==> src/rtl/fz_pkg.sv <==
package fz_pkg;
  localparam int NSET = 7;

  typedef enum logic [1:0] {ST_IDLE, ST_PREP, ST_RUN, ST_HOLD} fz_state_e;

  // output set code per (error set, change set); codes 0..6 run from most negative to most positive
  localparam logic [2:0] RULE_TBL [NSET][NSET] = '{
    '{3'd0, 3'd0, 3'd0, 3'd1, 3'd1, 3'd2, 3'd3},
    '{3'd0, 3'd0, 3'd1, 3'd1, 3'd2, 3'd3, 3'd4},
    '{3'd0, 3'd1, 3'd1, 3'd2, 3'd3, 3'd4, 3'd5},
    '{3'd1, 3'd1, 3'd2, 3'd3, 3'd4, 3'd5, 3'd5},
    '{3'd1, 3'd2, 3'd3, 3'd4, 3'd5, 3'd5, 3'd6},
    '{3'd2, 3'd3, 3'd4, 3'd5, 3'd5, 3'd6, 3'd6},
    '{3'd3, 3'd4, 3'd5, 3'd5, 3'd6, 3'd6, 3'd6}
  };
endpackage

==> src/rtl/fz_fuzzify.sv <==
module fz_fuzzify #(
  parameter int X_W  = 16,
  parameter int SH   = 8,
  parameter int MU_W = SH + 1
) (
  input  logic signed [X_W-1:0]               x_i,
  output logic [fz_pkg::NSET-1:0][MU_W-1:0]   mu_o
);
  localparam int PW = X_W + 2;
  localparam logic signed [X_W-1:0] LIM  = X_W'(3 * (2 ** SH));
  localparam logic [MU_W-1:0]       FULL = MU_W'(2 ** SH);

  logic [PW-1:0] pos;
  logic [2:0]    seg;
  logic [SH-1:0] frac;

  always_comb begin
    // shift so the most negative centre sits at zero
    pos  = {{2{x_i[X_W-1]}}, x_i} + PW'(3 * (2 ** SH));
    seg  = 3'(pos >> SH);
    frac = pos[SH-1:0];
    mu_o = '0;
    if (x_i <= -LIM) begin
      mu_o[0] = FULL;
    end else if (x_i >= LIM) begin
      mu_o[fz_pkg::NSET-1] = FULL;
    end else begin
      for (int k = 0; k < fz_pkg::NSET; k++) begin
        if (3'(k) == seg)             mu_o[k] = FULL - MU_W'(frac);
        else if (3'(k) == seg + 3'd1) mu_o[k] = MU_W'(frac);
      end
    end
  end
endmodule

==> src/rtl/fz_rulebank.sv <==
module fz_rulebank #(
  parameter int MU_W     = 9,
  parameter int OUT_STEP = 1000,
  parameter int NUM_W    = 25,
  parameter int DEN_W    = 12
) (
  input  logic [fz_pkg::NSET-1:0][MU_W-1:0] mu_e_i,
  input  logic [fz_pkg::NSET-1:0][MU_W-1:0] mu_d_i,
  output logic signed [NUM_W-1:0]           num_o,
  output logic [DEN_W-1:0]                  den_o
);
  import fz_pkg::*;

  logic [NSET-1:0][MU_W-1:0] agg;

  always_comb begin
    logic [MU_W-1:0] s;
    logic [2:0]      l;
    agg = '0;
    for (int i = 0; i < NSET; i++) begin
      for (int j = 0; j < NSET; j++) begin
        s = (mu_e_i[i] < mu_d_i[j]) ? mu_e_i[i] : mu_d_i[j];
        l = RULE_TBL[i][j];
        if (s > agg[l]) agg[l] = s;
      end
    end
  end

  always_comb begin
    num_o = '0;
    den_o = '0;
    for (int k = 0; k < NSET; k++) begin
      num_o = num_o + $signed(NUM_W'(agg[k])) * $signed(NUM_W'((k - 3) * OUT_STEP));
      den_o = den_o + DEN_W'(agg[k]);
    end
  end
endmodule

==> src/rtl/fz_divider.sv <==
module fz_divider #(
  parameter int N_W = 24,
  parameter int D_W = 12
) (
  input  logic           clk,
  input  logic           rst_n,
  input  logic           start,
  input  logic [N_W-1:0] dividend,
  input  logic [D_W-1:0] divisor,
  output logic [N_W-1:0] quot,
  output logic           last
);
  localparam int C_W = $clog2(N_W + 1);

  logic [D_W-1:0] rem, dv;
  logic [C_W-1:0] cnt;
  logic           run;
  logic [D_W:0]   rem_sh;
  logic           fits;

  assign rem_sh = {rem, quot[N_W-1]};
  assign fits   = rem_sh >= {1'b0, dv};
  assign last   = run && (cnt == C_W'(N_W - 1));

  always_ff @(posedge clk or negedge rst_n) begin
    if (!rst_n) begin
      rem  <= '0;
      dv   <= '0;
      quot <= '0;
      cnt  <= '0;
      run  <= 1'b0;
    end else if (start) begin
      rem  <= '0;
      dv   <= divisor;
      quot <= dividend;
      cnt  <= '0;
      run  <= 1'b1;
    end else if (run) begin
      rem  <= fits ? D_W'(rem_sh - {1'b0, dv}) : D_W'(rem_sh);
      quot <= {quot[N_W-2:0], fits};
      cnt  <= cnt + C_W'(1);
      if (last) run <= 1'b0;
    end
  end
endmodule

==> src/rtl/fz_speed_ctrl.sv <==
module fz_speed_ctrl #(
  parameter int IN_W     = 16,
  parameter int SH       = 8,
  parameter int OUT_W    = 12,
  parameter int OUT_STEP = 1000
) (
  input  logic                    clk,
  input  logic                    rst_n,
  input  logic                    in_valid,
  output logic                    in_ready,
  input  logic signed [IN_W-1:0]  in_err,
  output logic                    out_valid,
  input  logic                    out_ready,
  output logic signed [OUT_W-1:0] out_ref
);
  import fz_pkg::*;

  localparam int MU_W    = SH + 1;
  localparam int DE_W    = IN_W + 1;
  localparam int MAG_W   = MU_W + $clog2(21 * OUT_STEP + 1);
  localparam int NUM_W   = MAG_W + 1;
  localparam int DEN_W   = MU_W + 3;
  localparam int LAT_CYC = MAG_W + 1;
  localparam logic [MAG_W-1:0] POS_LIM = MAG_W'(2 ** (OUT_W - 1) - 1);
  localparam logic [MAG_W-1:0] NEG_LIM = MAG_W'(2 ** (OUT_W - 1));

  fz_state_e                 st;
  logic signed [IN_W-1:0]    prev_q;   // latest accepted error
  logic signed [DE_W-1:0]    d_q;
  logic                      neg_q;
  logic [NSET-1:0][MU_W-1:0] mu_e, mu_d;
  logic signed [NUM_W-1:0]   num;
  logic [DEN_W-1:0]          den;
  logic [MAG_W-1:0]          mag, quot;
  logic                      div_last;

  fz_fuzzify #(.X_W(IN_W), .SH(SH), .MU_W(MU_W)) fz_err_i (.x_i(prev_q), .mu_o(mu_e));
  fz_fuzzify #(.X_W(DE_W), .SH(SH), .MU_W(MU_W)) fz_del_i (.x_i(d_q),    .mu_o(mu_d));

  fz_rulebank #(.MU_W(MU_W), .OUT_STEP(OUT_STEP), .NUM_W(NUM_W), .DEN_W(DEN_W)) rb_i (
    .mu_e_i(mu_e), .mu_d_i(mu_d), .num_o(num), .den_o(den)
  );

  assign mag = num[NUM_W-1] ? MAG_W'(-num) : MAG_W'(num);

  fz_divider #(.N_W(MAG_W), .D_W(DEN_W)) div_i (
    .clk(clk), .rst_n(rst_n), .start(st == ST_PREP),
    .dividend(mag), .divisor(den), .quot(quot), .last(div_last)
  );

  assign in_ready  = (st == ST_IDLE);
  assign out_valid = (st == ST_HOLD);

  always_ff @(posedge clk or negedge rst_n) begin
    if (!rst_n) begin
      st     <= ST_IDLE;
      prev_q <= '0;
      d_q    <= '0;
      neg_q  <= 1'b0;
    end else begin
      unique case (st)
        ST_IDLE: if (in_valid) begin
          d_q    <= {in_err[IN_W-1], in_err} - {prev_q[IN_W-1], prev_q};
          prev_q <= in_err;
          st     <= ST_PREP;
        end
        ST_PREP: begin
          neg_q <= num[NUM_W-1];
          st    <= ST_RUN;
        end
        ST_RUN:  if (div_last) st <= ST_HOLD;
        ST_HOLD: if (out_ready) st <= ST_IDLE;
        default: st <= ST_IDLE;
      endcase
    end
  end

  always_comb begin
    if (!neg_q) out_ref = (quot > POS_LIM) ? OUT_W'(POS_LIM) : OUT_W'(quot);
    else        out_ref = (quot > NEG_LIM) ? OUT_W'(NEG_LIM) : OUT_W'(MAG_W'(0) - quot);
  end
endmodule

==> config.mk <==
export PLATFORM = sky130hd
export DESIGN_NAME = fz_speed_ctrl
export DESIGN_NICKNAME = d
export VERILOG_FILES = /design/src/rtl/fz_pkg.sv /design/src/rtl/fz_fuzzify.sv /design/src/rtl/fz_rulebank.sv /design/src/rtl/fz_divider.sv /design/src/rtl/fz_speed_ctrl.sv
export SDC_FILE = /design/constraint.sdc
export NUM_CORES = 2
export LEC_CHECK = 0
export ABC_AREA = 1
export BUFFER_PORTS_ARGS = -buffer_cell sky130_fd_sc_hd__buf_2
export CAP_MARGIN = 20
export CORE_MARGIN = 2
export CORE_UTILIZATION = 45
export DETAILED_ROUTE_END_ITERATION = 10
export REMOVE_ABC_BUFFERS = 1
export SLEW_MARGIN = 20
export SYNTH_ARGS = -nofsm -noshare
export SYNTH_HDL_FRONTEND = slang
export SYNTH_SLANG_ARGS = --single-unit
==> constraint.sdc <==
create_clock -name clk -period 21.3 [get_ports clk]
set_input_delay 1.065 -clock clk [delete_from_list [all_inputs] [get_ports clk]]
set_output_delay 1.065 -clock clk [all_outputs]
set_load 0.05 [all_outputs]
* Word level (Yosys, flattened, before mapping)
Cells that the tools add are included.
** Cells by class
- Add/subtract/negate cells :: 22
- Shift operators :: 0
- Multiply operators :: 6
- Mux-type cells :: 152
- Divide/modulo/power cells :: 0
- Order comparisons :: 105
- Reductions and logical operators :: 9
- Equality and inequality tests :: 31
- Bitwise logic cells :: 0
** Operator list (number)
- 2-to-1 mux 9 bit :: 116
- < comparator 9 bit :: 49
- greater-than comparator 9 bit :: 42
- 2-to-1 mux 54 bit :: 4
- 2-to-1 mux 8 bit :: 14
- adder 25 bit :: 4
- 2-to-1 mux 12 bit :: 6
- 2-to-1 mux 24 bit :: 3
- greater-than comparator 9 x 1 -> 1 bit, second input constant :: 7
- adder 12 x 9 -> 12 bit :: 5
- equality test 3 bit, first input constant :: 12
- multiplier 10 x 8 -> 18 bit, second input constant :: 2
- multiplier 9 x 7 -> 16 bit, second input constant :: 2
- adder 25 x 22 -> 25 bit :: 1
- equality test 2 x 3 -> 1 bit, first input constant :: 8
- greater-than comparator 24 x 11 -> 1 bit, second input constant :: 1
- greater-than comparator 24 x 12 -> 1 bit, second input constant :: 1
- negator 24 bit :: 1
- adder 11 bit, second input constant :: 2
- multiplier 10 x 10 -> 20 bit, second input constant :: 1
- multiplier 9 x 9 -> 18 bit, second input constant :: 1
- subtractor 9 x 8 -> 9 bit, first input constant :: 2
- greater-or-equal comparator 17 x 11 -> 1 bit, second input constant :: 1
- <= comparator 17 x 11 -> 1 bit, second input constant :: 1
- 25 further kinds :: 39
** Word-level totals
- Memory bits (read-only) :: 0
- Latch bits :: 0
- Flip-flop bits (word level) :: 90
- Output and inout bits :: 14
- Memory bits (writable) :: 0
- Bits of input ports :: 20
- Memories :: 0
- Logic and storage cells :: 334

* Longest topological paths before layout
- Depth after elaboration :: 36
- Gate-level depth with buffers :: 171
- Gate-level depth less buffers :: 166

* Cells and area by module
From an unflattened synthesis, not the netlist that was laid out.
** Second synthesis, totals
- Cell total of the unflattened synthesis :: 7661
- Area total of the unflattened synthesis :: 49956.7 um^2
** Modules (own cells, without submodules)
- fz_rulebank :: area each 40107.2 um^2, cells each 5986, sequential area each 0.0 um^2, times used 1
- fz_speed_ctrl :: area each 3382.0 um^2, cells each 540, sequential area each 900.9 um^2, times used 1
- fz_divider :: area each 3195.6 um^2, cells each 419, sequential area each 1351.3 um^2, times used 1
- fz_fuzzify at fz_del_i :: area each 1636.6 um^2, cells each 339, sequential area each 0.0 um^2, times used 1
- fz_fuzzify at fz_err_i :: area each 1635.3 um^2, cells each 377, sequential area each 0.0 um^2, times used 1

* Worst setup path before layout
No wires, ideal clock.
- Kind :: flip-flop to flip-flop
- From :: register prev_q[8]
- To :: register div_i.quot[17]
- Required time :: 21170 ps
- Path buffers :: 12
- Setup time :: 130 ps
- Cell stages (with the launch flop) :: 154
- Slack :: -1342 ps
- Period minus slack after synthesis :: 22642 ps
- Arrival time :: 22512 ps
- Cell sequence :: dfrtp_1 nor2_2 ha_1 inv_2 ha_1 inv_1 nor2_1 o21ai_4 nor2_8 and2_1 clkbuf_1 ha_1 nand2_1 o21a_1 nor2_1 nor2_1 nand2_2 buf_6 (+118 left out) xor2_1 fa_1 inv_1 fa_1 inv_1 fa_1 inv_1 ha_1 a21oi_1 o21ai_1 a21oi_1 o21ai_1 xnor2_1 buf_2 nor2_1 xnor2_1 o21ai_0 o21ai_0
** On the way
- Cells in the longest elaborated chain, start to end :: 36
- Elaborated cells on any way between the ends :: 218
- Those cells by class :: add/sub: 8; mul: 6; order compare: 86; eq/ne: 12; mux: 104; reduce/logical: 2
** RTL lines
- start: declaration :: line fz_speed_ctrl.sv:28 : logic signed [IN_W-1:0] prev_q;
- start signal: assignment :: line fz_speed_ctrl.sv:64 : prev_q <= in_err;
- adder 11 bit :: line fz_fuzzify.sv:19 : pos = {{2{x_i[X_W-1]}}, x_i} + PW'(3 * (2 ** SH));
- adder 3 x 1 -> 3 bit :: line fz_fuzzify.sv:30 : else if (3'(k) == seg + 3'd1) mu_o[k] = MU_W'(frac);
- logical NOT 3 bit :: line fz_fuzzify.sv:30
- 2-to-1 mux 8 bit :: line fz_fuzzify.sv:30
- 2-to-1 mux 9 bit :: line fz_fuzzify.sv:29 : if (3'(k) == seg) mu_o[k] = FULL - MU_W'(frac);
- 2-to-1 mux 54 bit :: line fz_fuzzify.sv:25 : end else if (x_i >= LIM) begin
- 2-to-1 mux 9 bit :: line fz_fuzzify.sv:23 : if (x_i <= -LIM) begin
- < comparator 9 bit :: line fz_rulebank.sv:22 : s = (mu_e_i[i] < mu_d_i[j]) ? mu_e_i[i] : mu_d_i[j];
- (+17 left out)
- greater-than comparator 9 bit :: line fz_rulebank.sv:24 : if (s > agg[l]) agg[l] = s;
- 2-to-1 mux 9 bit :: line fz_rulebank.sv:24
- multiplier 10 x 8 -> 18 bit :: line fz_rulebank.sv:33 : num_o = num_o + $signed(NUM_W'(agg[k])) * $signed(NUM_W'((k - 3) * OUT_STEP));
- adder 25 bit (4 in a row) :: line fz_rulebank.sv:33
- adder 25 x 22 -> 25 bit (*) :: line fz_rulebank.sv:33
- negator 24 bit :: line fz_speed_ctrl.sv:44 : assign mag = num[NUM_W-1] ? MAG_W'(-num) : MAG_W'(num);
- 2-to-1 mux 24 bit (*) :: line fz_speed_ctrl.sv:44
- 2-to-1 mux 24 bit (*) :: line fz_divider.sv:32 : end else if (start) begin
- end signal: assignment :: line fz_divider.sv:35 : quot <= dividend;
- end signal: assignment :: line fz_divider.sv:40 : quot <= {quot[N_W-2:0], fits};
- end: declaration :: line fz_divider.sv:10 : output logic [N_W-1:0] quot,
Mark *: on every way between the ends. The rest lies on a longest branch, timed or not.
A chain may end at the register's enable or synchronous reset.

* Worst setup path in the final report
- From :: register d_q[9]
- To :: register div_i.quot[20]
** On the way
- Cells in the longest elaborated chain, start to end :: 36
- Elaborated cells on any way between the ends :: 218
- Those cells by class :: add/sub: 8; mul: 6; order compare: 86; eq/ne: 12; mux: 104; reduce/logical: 2
** RTL lines
- start: declaration :: line fz_speed_ctrl.sv:29 : logic signed [DE_W-1:0] d_q;
- start signal: assignment :: line fz_speed_ctrl.sv:63 : d_q <= {in_err[IN_W-1], in_err} - {prev_q[IN_W-1], prev_q};
- adder 11 bit :: line fz_fuzzify.sv:19
- adder 3 x 1 -> 3 bit :: line fz_fuzzify.sv:30
- equality test 2 x 3 -> 1 bit :: line fz_fuzzify.sv:30
- 2-to-1 mux 8 bit :: line fz_fuzzify.sv:30
- 2-to-1 mux 9 bit :: line fz_fuzzify.sv:29
- 2-to-1 mux 54 bit :: line fz_fuzzify.sv:25
- 2-to-1 mux 54 bit :: line fz_fuzzify.sv:23
- < comparator 9 bit :: line fz_rulebank.sv:22
- (+17 left out)
- greater-than comparator 9 bit :: line fz_rulebank.sv:24
- 2-to-1 mux 9 bit :: line fz_rulebank.sv:24
- multiplier 10 x 8 -> 18 bit :: line fz_rulebank.sv:33
- adder 25 bit (4 in a row) :: line fz_rulebank.sv:33
- adder 25 x 22 -> 25 bit (*) :: line fz_rulebank.sv:33
- negator 24 bit :: line fz_speed_ctrl.sv:44
- 2-to-1 mux 24 bit (*) :: line fz_speed_ctrl.sv:44
- 2-to-1 mux 24 bit (*) :: line fz_divider.sv:32
Marked as above.

==> results.py <==
metrics = {
    "status": {
        "status": "finished, violations left",
        "violations": "negative setup slack",
    },
    "layout": {
        "stdcell_count": 9913,
        "multiInputGateArea_um2": 43000,
        "seq_area_um2": 2250,
        "area_growth_pct": 20.4,
        "drive_above_1_share": 0.186,
        "fin_nets": 9769,
        "fillerInstances": 11129,
    },
    "cts": {
        "clk_pin_slew_ns": 0.10,
        "root_buffer": "clkbuf_16",
        "cts_tree": "yes",
        "cts_max_level": 3,
        "clock-sinks": 90,
        "clkLatencyLatePin_ns": 0.41,
        "numCtsBuffers": 9,
        "cts_buffer_depth": 2,
        "ctsHoldBuffers": 0,
    },
    "timing": {
        "hold_viol_final": 0,
        "slew_headroom": 0.125,
        "rsz0062_at_grt": "yes",
        "report.final.slew_viol_count": 0,
        "setup_ws_ns": -0.166,
        "hold_ws_ns": 0.497,
        "post-route-min-period_ns": 21.47,
        "fin_crit_sh": 1.01,
        "setup_viol": 19,
        "worstMarginPinSlew_ns": 1.30,
        "max_freq_mhz": 46.6,
        "skew_ns": 0.0310,
    },
    "critical_path": {
        "cp_max_fo": 7,
        "path_class": "flop to flop",
        "slowest_delay_ns": 0.54,
        "critPathArrivalTime_ns": 21.72,
        "required_ns": 21.55,
        "slowest_stage": "fa_1",
        "worst_setup_path_end_kind": "flop",
        "rrSetupSlack_ns": -0.17,
        "cpMostUsedCell": "buf_4",
        "start_kind": "flop",
    },
    "place": {
        "dp_cells": 9775,
        "place_ws_ns": -1.03,
        "port_buffers": 33,
        "gp_congestion": 1.08,
        "hpwlAfterDp_um": 191000,
    },
    "synth": {
        "netlist_area_um2": 49700,
        "synth_ff_type": "dfrtp_1",
        "synth_cell_type_count": 88,
        "ys_async_sr_fraction": 1.00,
        "yosysWarnings": 0,
        "ys_ff_latch": 90,
        "avgSynthCellArea_um2": 6.56,
        "ys_seq_area_frac": 0.0453,
        "syn_inst": 7583,
        "synth_edf_count": 0,
    },
    "global_routing": {
        "grt_max_degree": 51,
        "antenna_found_initial": 13,
        "first_global_vias": 53670,
        "grt_overflow": 0,
        "track_usage": 0.409,
        "grt_pass1_wl_um": 342000,
    },
    "die": {
        "core_area_um2": 109000,
        "io_pins": 34,
        "die_area_um2": 113000,
        "num_rows": 121,
        "die_y_um": 336,
        "start_util": 0.455,
        "die_w_um": 336,
    },
    "drt": {
        "wl_per_cell_um": 23.7,
        "drt-total-wl_um": 235000,
        "drt.antenna.violating_nets": 0,
        "drt-initial-drc-count": 5311,
        "vias_per_cell": 5.74,
        "vias": 56866,
        "drc": 0,
        "first_pass_iters": 8,
    },
    "hold_path": {
        "hold_path_class": "flop to flop",
    },
    "flow_run": {
        "max_cap_viol_count": 0,
    },
}
[layout by cell type, fill, tap and decap left out, types with 29 or more instances in the layout]
master and count:
nand2_1 1762, a21oi_1 426, nand2_2 65, a21oi_2 39, xor2_1 89, inv_2 86, dfrtp_1 90, nor2_1 383
buf_4 967, buf_2 33, fa_1 206, inv_1 1151, a211oi_1 80, o21ai_1 302, o221a_2 29, nor2_2 34
ha_1 1096, nand4_1 102, nand3_1 143, o21ai_2 83, nor3_1 70, xnor2_1 49, o211ai_1 44, o21ai_0 623
[cell usage after synthesis (18+ instances only)]
cell	n	area [um2]
o21ai_1	266	1330
inv_1	1171	4400
xor2_1	92	806
ha_1	1117	14000
nand2_2	28	175
o21a_1	18	135
nand3_1	148	741
inv_2	66	248
a211oi_1	92	691
buf_2	66	330
o2111ai_1	26	228
o211ai_1	44	330
fa_1	208	4160
clkbuf_1	91	342
nand4_1	102	638
o221a_2	29	327
o21ai_2	61	534
xnor2_1	51	447
or2_2	19	119
nor3_1	85	425
a21oi_1	455	2280
o21ai_0	684	3420
o21bai_1	25	188
dfrtp_1	90	2250
nor2_1	407	1530
nand2_1	1809	6790
[final cells by class]
cell class / count / share of cell area
Multi-Input combinational cell: 6045 / 0.718
Timing Repair Buffer: 1021 / 0.129
Inverter: 1256 / 0.0791
Sequential cell: 90 / 0.0376
Tap cell: 1476 / 0.0308
Clock buffer: 10 / 0.00382
Clock inverter: 6 / 0.00165
Antenna cell: 8 / 0.000334
Timing Repair inverter: 1 / 0.0000627
[what timing repair did]
action,CTS,global route
setup endpoints to repair,21,26
gates cloned,3,1
resized for setup,185,144
pin swaps,101,86
buffers inserted,95,16
[layer usage]
| layer | GRT usage | routed length [um] | vias to the layer above |
|---|---|---|---|
| li1 | - | - | 27072 |
| met1 | 0.489 | 89700 | 26181 |
| met2 | 0.645 | 101000 | 2689 |
| met3 | 0.0859 | 22500 | 914 |
| met4 | 0.308 | 22200 | 10 |
| met5 | 0 | 80 | - |
[stage by stage]
stage                     setup TNS [ns]   util  cell area, um2
after detailed placement          -20.20  0.527           57600
after global placement            -16.98  0.526           57500
after global routing              -32.03  0.548           59900
after CTS                              0  0.542           59200
after floorplan                   -69.19      -           48800
final                              -1.81  0.548           59900
[flip-flops by register name, indices dropped and copies added (netlist names)]
register    count
div_i.dv       12
st              2
div_i.rem      12
div_i.quot     24
prev_q         16
d_q            17
div_i.cnt       5
neg_q           1
div_i.run       1
[cell families (layout without fill, tap and decap cells)]
family	count (synthesis)	in the layout	share of synthesized area
adders and majority gates	1325	1325	0.365
and+or+nand+nor	2725	2727	0.232
muxes	9	9	0.00184
xor gates and xnor gates	143	143	0.0252
other	0	8	0
AOI/OAI and AO/OA	1841	1841	0.216
buffers and inverters	1450	2294	0.115
DFF	90	90	0.0453
[worst max-delay path: cells and delay by family (launching register included)]
kind | cells | cell delay [ns]
AOI/OAI and AO/OA | 27 | 3.00
DFF | 1 | 0.43
and+or+nand+nor | 52 | 5.08
adders and majority gates | 19 | 6.65
xor gates and xnor gates | 3 | 0.44
buffers and inverters | 52 | 5.66
[final timing paths]
check                                              to  cells past startpoint                     from
max                        div_i.quot[20]$_DFFE_PN0P_                    153       d_q[9]$_DFFE_PN0P_
max reg2reg                div_i.quot[20]$_DFFE_PN0P_                    153       d_q[9]$_DFFE_PN0P_
min                           div_i.dv[0]$_DFFE_PN0P_                      2  div_i.dv[0]$_DFFE_PN0P_
min in group asynchronous    div_i.dv[11]$_DFFE_PN0P_                      1                    rst_n
max in group asynchronous       prev_q[4]$_DFFE_PN0P_                      2                    rst_n
min reg2reg                   div_i.dv[0]$_DFFE_PN0P_                      2  div_i.dv[0]$_DFFE_PN0P_
Power is left out: the tool's default activity adds up to more than one toggle a clock period on the data nets, which glitch-free logic cannot reach.
